==> src/rtl/led_fault_pkg.sv <==
package led_fault_pkg;

  localparam int STAT_W   = 5;
  localparam int ST_SHORT = 0;
  localparam int ST_OPEN  = 1;
  localparam int ST_OVP   = 2;
  localparam int ST_OCP   = 3;
  localparam int ST_OTP   = 4;
  localparam logic [7:0] DEV_ID = 8'h11;

  // strobes from control to datapath
  typedef struct packed {
    logic restart;    // enable falling edge seen this cycle
    logic supervise;  // supervision active (enable high)
    logic clrStatus;  // read strobe: clear sticky bits at this edge
    logic ocTrip;     // over-current latch-off fires at this edge
  } sup_ctl_t;

endpackage

==> src/rtl/led_short_timer.sv <==
module led_short_timer #(
  parameter int LIMIT = 8280
) (
  input  logic clk,
  input  logic rstN,
  input  logic restart,
  input  logic supervise,
  input  logic chEn,
  input  logic shortIn,
  input  logic tick,
  output logic removed,
  output logic fire
);
  localparam int CW = $clog2(LIMIT + 1);
  localparam logic [CW-1:0] LAST = CW'(LIMIT - 1);

  logic [CW-1:0] cnt;
  logic armed;

  assign armed = supervise & chEn & ~removed & shortIn;
  assign fire  = armed & tick & (cnt == LAST);

  always_ff @(posedge clk or negedge rstN) begin
    if (!rstN) begin
      cnt     <= '0;
      removed <= 1'b0;
    end else if (restart) begin
      cnt     <= '0;
      removed <= 1'b0;
    end else if (!armed) begin
      cnt <= '0;
    end else if (tick) begin
      if (fire) begin
        removed <= 1'b1;
        cnt     <= '0;
      end else begin
        cnt <= cnt + 1'b1;
      end
    end
  end
endmodule

==> src/rtl/led_fault_datapath.sv <==
module led_fault_datapath
  import led_fault_pkg::*;
#(
  parameter int NUM_CH      = 8,
  parameter int SHORT_TICKS = 8280
) (
  input  logic              clk,
  input  logic              rstN,
  input  sup_ctl_t          ctl,
  input  logic              swTick,
  input  logic [NUM_CH-1:0] chanEnMask,
  input  logic [NUM_CH-1:0] shortFlag,
  input  logic [NUM_CH-1:0] openFlag,
  input  logic              ovFlag,
  input  logic              otFlag,
  output logic [NUM_CH-1:0] activeMask,
  output logic              allRemoved,
  output logic [STAT_W-1:0] statusBits
);
  logic [NUM_CH-1:0] removedMask;
  logic [NUM_CH-1:0] fireVec;
  logic [STAT_W-1:0] setEv;

  for (genvar i = 0; i < NUM_CH; i++) begin : g_ch
    led_short_timer #(.LIMIT(SHORT_TICKS)) u_timer (
      .clk      (clk),
      .rstN     (rstN),
      .restart  (ctl.restart),
      .supervise(ctl.supervise),
      .chEn     (chanEnMask[i]),
      .shortIn  (shortFlag[i]),
      .tick     (swTick),
      .removed  (removedMask[i]),
      .fire     (fireVec[i])
    );
  end

  assign activeMask = chanEnMask & ~removedMask;
  assign allRemoved = (|(removedMask & chanEnMask)) & ~(|activeMask);

  always_comb begin
    setEv           = '0;
    setEv[ST_SHORT] = |fireVec;
    setEv[ST_OPEN]  = ctl.supervise & (|(openFlag & activeMask));
    setEv[ST_OVP]   = ctl.supervise & ovFlag;
    setEv[ST_OCP]   = ctl.ocTrip;
    setEv[ST_OTP]   = ctl.supervise & otFlag;
  end

  always_ff @(posedge clk or negedge rstN) begin
    if (!rstN) statusBits <= '0;
    else       statusBits <= (ctl.clrStatus ? '0 : statusBits) | setEv;
  end
endmodule

==> src/rtl/led_fault_ctrl.sv <==
module led_fault_ctrl
  import led_fault_pkg::*;
#(
  parameter int OC_CYCLES = 5
) (
  input  logic     clk,
  input  logic     rstN,
  input  logic     enable,
  input  logic     swTick,
  input  logic     ocFlag,
  input  logic     rdEn,
  input  logic     allRemoved,
  output sup_ctl_t ctl,
  output logic     convOff
);
  localparam int OW = $clog2(OC_CYCLES + 1);
  localparam logic [OW-1:0] OC_LAST = OW'(OC_CYCLES - 1);

  logic          enPrev;
  logic          ocLatched;
  logic [OW-1:0] ocCnt;
  logic          restart;
  logic          ocTrip;
  logic          ocSample;

  assign restart  = enPrev & ~enable;
  assign ocSample = enable & swTick & ~ocLatched;
  assign ocTrip   = ocSample & ocFlag & (ocCnt == OC_LAST);

  always_comb begin
    ctl           = '0;
    ctl.restart   = restart;
    ctl.supervise = enable;
    ctl.clrStatus = rdEn;
    ctl.ocTrip    = ocTrip;
  end

  always_ff @(posedge clk or negedge rstN) begin
    if (!rstN) enPrev <= 1'b0;
    else       enPrev <= enable;
  end

  always_ff @(posedge clk or negedge rstN) begin
    if (!rstN) begin
      ocCnt     <= '0;
      ocLatched <= 1'b0;
      convOff   <= 1'b0;
    end else if (restart) begin
      ocCnt     <= '0;
      ocLatched <= 1'b0;
      convOff   <= 1'b0;
    end else begin
      if (ocSample) begin
        if (!ocFlag)     ocCnt <= '0;
        else if (ocTrip) begin
          ocCnt     <= '0;
          ocLatched <= 1'b1;
        end else         ocCnt <= ocCnt + 1'b1;
      end
      convOff <= convOff | ocTrip | (enable & allRemoved);
    end
  end
endmodule

==> src/rtl/led_fault_sup.sv <==
module led_fault_sup
  import led_fault_pkg::*;
#(
  parameter int NUM_CH      = 8,
  parameter int SHORT_TICKS = 8280,
  parameter int OC_CYCLES   = 5
) (
  input  logic              clk,
  input  logic              rstN,
  input  logic              enable,
  input  logic              swTick,
  input  logic [NUM_CH-1:0] chanEnMask,
  input  logic [NUM_CH-1:0] shortFlag,
  input  logic [NUM_CH-1:0] openFlag,
  input  logic              ovFlag,
  input  logic              ocFlag,
  input  logic              otFlag,
  input  logic              rdEn,
  output logic [15:0]       rdData,
  output logic [NUM_CH-1:0] activeMask,
  output logic              convOff
);
  localparam int PAD_W = 8 - STAT_W;

  sup_ctl_t          ctl;
  logic              allRemoved;
  logic [STAT_W-1:0] statusBits;

  led_fault_ctrl #(.OC_CYCLES(OC_CYCLES)) u_ctrl (
    .clk       (clk),
    .rstN      (rstN),
    .enable    (enable),
    .swTick    (swTick),
    .ocFlag    (ocFlag),
    .rdEn      (rdEn),
    .allRemoved(allRemoved),
    .ctl       (ctl),
    .convOff   (convOff)
  );

  led_fault_datapath #(.NUM_CH(NUM_CH), .SHORT_TICKS(SHORT_TICKS)) u_dp (
    .clk       (clk),
    .rstN      (rstN),
    .ctl       (ctl),
    .swTick    (swTick),
    .chanEnMask(chanEnMask),
    .shortFlag (shortFlag),
    .openFlag  (openFlag),
    .ovFlag    (ovFlag),
    .otFlag    (otFlag),
    .activeMask(activeMask),
    .allRemoved(allRemoved),
    .statusBits(statusBits)
  );

  assign rdData = {DEV_ID, {PAD_W{1'b0}}, statusBits};
endmodule

==> config.mk <==
export PLATFORM = sky130hd
export DESIGN_NAME = led_fault_sup
export DESIGN_NICKNAME = d
export VERILOG_FILES = /design/src/rtl/led_fault_pkg.sv /design/src/rtl/led_short_timer.sv /design/src/rtl/led_fault_datapath.sv /design/src/rtl/led_fault_ctrl.sv /design/src/rtl/led_fault_sup.sv
export SDC_FILE = /design/constraint.sdc
export NUM_CORES = 1
export LEC_CHECK = 0
export ABC_AREA = 0
export BUFFER_PORTS_ARGS = -buffer_cell sky130_fd_sc_hd__buf_2
export CAP_MARGIN = 20
export CELL_PAD_IN_SITES_DETAIL_PLACEMENT = 0
export CELL_PAD_IN_SITES_GLOBAL_PLACEMENT = 1
export CORE_ASPECT_RATIO = 0.8
export CORE_MARGIN = 10
export CORE_UTILIZATION = 35
export DETAILED_ROUTE_END_ITERATION = 10
export PLACE_DENSITY_LB_ADDON = 0.15
export SETUP_SLACK_MARGIN = 0.02
export SLEW_MARGIN = 0
export SYNTH_ARGS = -nofsm -noshare
export SYNTH_HDL_FRONTEND = slang
export SYNTH_SLANG_ARGS = --single-unit
==> constraint.sdc <==
create_clock -name clk -period 2.1 [get_ports clk]
set_input_delay 0.42 -clock clk [delete_from_list [all_inputs] [get_ports clk]]
set_output_delay 0.42 -clock clk [all_outputs]
set_load 0.005 [all_outputs]
# Word level (Yosys, flattened, before mapping)
# Cells that the tools add are included.
[totals] output_inout_bits=25 ff_bits=131 wordCells=222 input_bits=32
[classes] n_bitwise=68 eq_ne=17 n_reduce_logical=33 add_sub_neg=9 n_mux=74
[ops] operator="14-bit two-way mux" n=32
[ops] operator="14-bit by 1-bit adder with 14-bit output (second input constant)" n=8
[ops] operator="14-bit equality test (second input constant)" n=8
[ops] operator="1-bit bitwise AND" n=50
[ops] operator="2-bit nonzero test" n=20
[ops] operator="1-bit two-way mux" n=37
[ops] operator="8-bit OR reduction" n=4
[ops] operator="3-bit AND reduction" n=9
[ops] operator="8-bit bitwise AND" n=3
[ops] operator="3-bit inequality test (second input constant)" n=8
[ops] operator="3-bit two-way mux" n=4
[ops] operator="1-bit NOT" n=11
[ops] operator="8-bit NOT" n=1
[ops] operator="5-bit two-way mux" n=1
[ops] operator="5-bit bitwise OR" n=1
[ops] operator="3-bit by 1-bit adder with 3-bit output (second input constant)" n=1
[ops] operator="3-bit equality test (second input constant)" n=1
[ops] operator="1-bit bitwise OR" n=2

# Longest topological paths before layout
[depth] ltp_word=9 ltp_mapped=8

# Cells and area by module
# From an unflattened synthesis, not the netlist that was laid out.
[unflattened] cells_unflattened=819 area_unflattened_um2=8526.9
[by_module_without_submodules] module="led_short_timer at u_dp.g_ch[0].u_timer ..." seq_area_each_um2=375.4 area_each_um2=960.9 n_inst=7 cells_per_inst=92
[by_module_without_submodules] module="led_short_timer at u_dp.g_ch[7].u_timer" seq_area_each_um2=375.4 area_each_um2=972.2 n_inst=1 cells_per_inst=95
[by_module_without_submodules] module="led_fault_datapath" seq_area_each_um2=125.1 area_each_um2=396.6 n_inst=1 cells_per_inst=35
[by_module_without_submodules] module="led_fault_ctrl" seq_area_each_um2=150.1 area_each_um2=341.6 n_inst=1 cells_per_inst=32
[by_module_without_submodules] module="led_fault_sup" seq_area_each_um2=0.0 area_each_um2=90.1 n_inst=1 cells_per_inst=13

# Least setup slack after synthesis
# OpenSTA, ideal clock, no wires.
[synth_timing] path_kind="register to register" startpoint="register u_dp.g_ch[4].u_timer.cnt[0]" endpoint="register u_dp.g_ch[4].u_timer.cnt[11]" stages_incl_launch_ff=8 n_path_buf=1 t_required_ps=1979 arrival_time_ps=2038 setup_time_ps=121 slack_ps=-59 path_cell_list="dfrtp_1 ha_1 or4b_1 or4_4 nand2b_4 buf_12 o31ai_2 a22o_1"
[synth_between] elab_chain_cells=6
[synth_lines] item="from (decl)" line="led_short_timer.sv:17" text="logic [CW-1:0] cnt;"
[synth_lines] item="from (signal assigned)" line="led_short_timer.sv:37" text="cnt <= cnt + 1'b1;"
[synth_lines] item="parallel branches: the longest is 2 deep, another holds 14-bit by 1-bit adder with 14-bit output"
[synth_lines] item="14-bit two-way mux (*)" line="led_short_timer.sv:33" text="if (fire) begin"
[synth_lines] item="14-bit two-way mux (*)" line="led_short_timer.sv:32" text="end else if (tick) begin"
[synth_lines] item="14-bit two-way mux (*)" line="led_short_timer.sv:30" text="end else if (!armed) begin"
[synth_lines] item="14-bit two-way mux (*)" line="led_short_timer.sv:27" text="end else if (restart) begin"
# Mark *: on every way between the ends. The select of a mux whose other input is x is not followed.
# A chain may end at the register's enable or synchronous reset.

# Final worst setup path
[layout_timing] startpoint="register u_dp.g_ch[4].u_timer.cnt[11]" endpoint="register u_dp.g_ch[4].u_timer.cnt[0]"
[layout_between] elab_chain_cells=6
[layout_lines] item="14-bit equality test" line="led_short_timer.sv:21" text="assign fire = armed & tick & (cnt == LAST);"
[layout_lines] item="1-bit bitwise AND" line="led_short_timer.sv:21"
[layout_lines] item="14-bit two-way mux" line="led_short_timer.sv:33"
[layout_lines] item="14-bit two-way mux" line="led_short_timer.sv:32"
[layout_lines] item="14-bit two-way mux" line="led_short_timer.sv:30"
[layout_lines] item="14-bit two-way mux" line="led_short_timer.sv:27"
# Every way passes these cells. The select of a mux whose other input is x is not followed.

==> flow_summary.yaml <==
critical_path:
  crit_start: "u_dp.g_ch[4].u_timer.cnt[11]"
  startpoint_type: "flop"
  cp_max_fo: 8
  critPathCaptureType: "flop"
  r2r-end: "u_dp.g_ch[4].u_timer.cnt[0]"
  cp-endpoint: "u_dp.g_ch[4].u_timer.cnt[0]"
  r2r_slack_ns: 0.05
  required_ns: 2.40
  reg2reg_from: "u_dp.g_ch[4].u_timer.cnt[11]"
  cp_data_arrival_time_ns: 2.35
  worst-r2r-cell-count: 4
  worstSetupPathType: "flop to flop"
logic_synthesis:
  synth_top_area_cell: "dfrtp_1"
  synth_flop_cell: "dfrtp_1"
  synth_top_area_share: 0.458
  synth_seq_cells: 131
  synth_area_leaders: "dfrtp_1 46%, nor2_1 5.3%, xnor2_1 4.3%"
  synth.cell_area_um2: 7160
  yosysUniqueCellTypes: 58
  ys_seq_area_frac: 0.458
  netlist_top_cells_count: "131 x dfrtp_1, 102 x nor2_1, 57 x nand2_1, 56 x nand3_1, 35 x xnor2_1"
  synth_most_common_cell: "dfrtp_1"
  yosysWarningCount: 0
  synthArstFlopShare: 1.00
  synth_edf_count: 0
  syn_inst: 767
  syn_area_per_cell_um2: 9.34
cells_and_area:
  seq_area_um2: 3280
  num-nets-final: 909
  fill_cells: 1951
  design_area_um2: 8630
  drive_gt1_frac: 0.175
  area_growth_pct: 20.5
  multi_input_area_um2: 3710
  final_util: 0.432
drt:
  dr_total_vias: 6173
  drtAntennaViolNets: 0
  wire_per_inst_um: 17.1
  firstDrtPassIters: 5
  drt-initial-drc-count: 407
  wl_mm: 19.6
  drc: 0
  vias_per_cell: 5.40
clock_tree:
  cts.sink_count: 131
  h-tree-depth: 4
  numCtsBuffers: 17
  cts-root-buf: "clkbuf_16"
  clk_pin_slew_worst_paths_ns: 0.06
  insertion_delay_ns: 0.42
  clk_path_buf_depth: 2
  cts_tree: "yes"
pwr:
  power.total_uw: 5580
  peakVddDrop_mv: 0.458
  p_per_area_nw_per_um2: 647
  leakagePower_uw: 0.00372
global_routing:
  track_usage: 0.147
  grt_max_degree: 56
  antenna_found_initial: 1
  grt_first_pass_wirelength_mm: 31.9
  grt_pass1_vias: 6120
  overflow: 0
die:
  die_w_um: 180
  num_io_pins: 57
  die_y_um: 148
  die-area_um2: 26600
  coreArea_um2: 20000
  initial_core_util: 0.359
  row_count: 46
timing:
  skew_ns: 0.00636
  slew_headroom: 0.634
  worstMarginPinSlew_ns: 0.544
  setup_viol: 0
  hold_violations: 0
  rsz0062_at_grt: "yes"
  finalCriticalPeriod_ns: 2.05
  fmax_ghz: 0.487
  finalCritPeriodShare: 0.977
  slew_violations: 0
placement:
  place_hpwl_mm: 14.5
  placed_cell_area_um2: 8050
  gp_congestion: 0.905
  io_buffer_count: 45
hold_path:
  holdCritPathClass: "input port to flop"
run:
  drv_cap: 0
status:
  status: "complete, no violations"
-- cell families after synthesis --
| kind of cell | count (synthesis) | synth area share |
|---|---|---|
| and+or+nand+nor | 407 | 0.309 |
| muxes | 3 | 0.00471 |
| AOI/OAI and AO/OA | 100 | 0.0964 |
| buffers and inverters | 49 | 0.0342 |
| xor gates and xnor gates | 65 | 0.0795 |
| other | 2 | 0.00105 |
| adders and majority gates | 10 | 0.0175 |
| DFF | 131 | 0.458 |
-- area by class of cell --
cell class | count | share of cell area
clock inverters | 6 | 0.00348
diodes | 1 | 0.000290
well taps | 264 | 0.0383
inverters | 13 | 0.00565
flip-flops and latches | 131 | 0.380
repair buffers | 108 | 0.0858
multi-input cells | 596 | 0.430
clock buffers | 25 | 0.0563
-- metal layers --
layer	vias to the layer above	wire length, um	share of wire	GRT usage
li1	2971	-	-	-
met2	136	9020	0.46	0.228
met5	-	0	0	0
met3	33	699	0.036	0.0298
met1	3033	9310	0.48	0.191
met4	0	532	0.027	0.0730
-- where the power goes --
part / internal, uW / total (uW) / switching, uW
clock: 1580 / 2650 / 1070
combinational: 134 / 368 / 233
sequential: 2550 / 2560 / 17.3
total: 4260 / 5580 / 1320
-- critical path, cell delays in order, from the launching register on --
cell and delay [ns]:
dfrtp_1 0.37, or4_4 0.53, or4_4 0.56, nor3b_4 0.21
mux2_2 0.26
-- metrics by stage --
stage	std cells	setup WS [ns]	TNS, ns	hold WS (ns)
2_1_floorplan	776	0.0492	0	0.124
4_1_cts	1141	0.0218	0	0.185
6_report	1144	0.0482	0	0.212
5_1_grt	1144	-0.000640	-0.000640	0.210
3_5_place_dp	1109	0.00959	0	0.289
3_3_place_gp	1109	0.0266	0	0.288
-- repair_timing --
action                     in CTS  in global routing
hold endpoints to repair        7                  0
setup endpoints to repair       5                 20
setup buffers                   0                  2
gates resized for setup         2                  5
pin swaps                       0                  2
hold buffers                    1                  0
-- cells in the final DEF (no fill, tap or decap), drive strengths merged, types with 5 or more instances in the layout --
cell type,synthesis,routed
dfrtp,131,131
buf,15,107
nor2,102,102
nand2,57,57
nand3,56,56
xnor2,35,35
nand4,31,31
xor2,30,30
nor3,25,25
clkbuf,21,25
o21ai,22,22
and3,21,21
a22o,17,17
a21oi,15,15
nor4b,14,14
inv,13,13
nand2b,13,13
nor4,12,12
nor3b,12,12
nor2b,11,11
a31oi,11,11
conb,2,11
and2,10,10
ha,10,10
or4,9,9
and4,7,7
a22oi,6,6
nor4bb,6,6
a21o,6,6
clkinv,0,6
o31ai,6,6
nand4b,5,5
-- how the worst min path moves through the flow --
| stage | depth (start not counted) | start | slack, ns | endpoint |
|---|---|---|---|---|
| floorplan | 0 | rstN | 0.12 | u_ctrl.convOff |
| global placement | 1 | rstN | 0.29 | u_dp.g_ch[2].u_timer.cnt[2] |
| detailed placement | 1 | rstN | 0.29 | u_dp.g_ch[2].u_timer.cnt[4] |
| CTS | 2 | ovFlag | 0.19 | u_dp.statusBits[2] |
| global route | 2 | ovFlag | 0.21 | u_dp.statusBits[2] |
| finish | 2 | ovFlag | 0.21 | u_dp.statusBits[2] |
-- flip-flops by register name, summed over array words and instances, names as in the netlist --
signal,cells
u_ctrl.ocCnt,3
u_dp.g_ch.u_timer.removed,8
u_dp.statusBits,5
u_dp.g_ch.u_timer.cnt,112
u_ctrl.ocLatched,1
u_ctrl.convOff,1
u_ctrl.enPrev,1
Power figures use the tool's default switching activity.
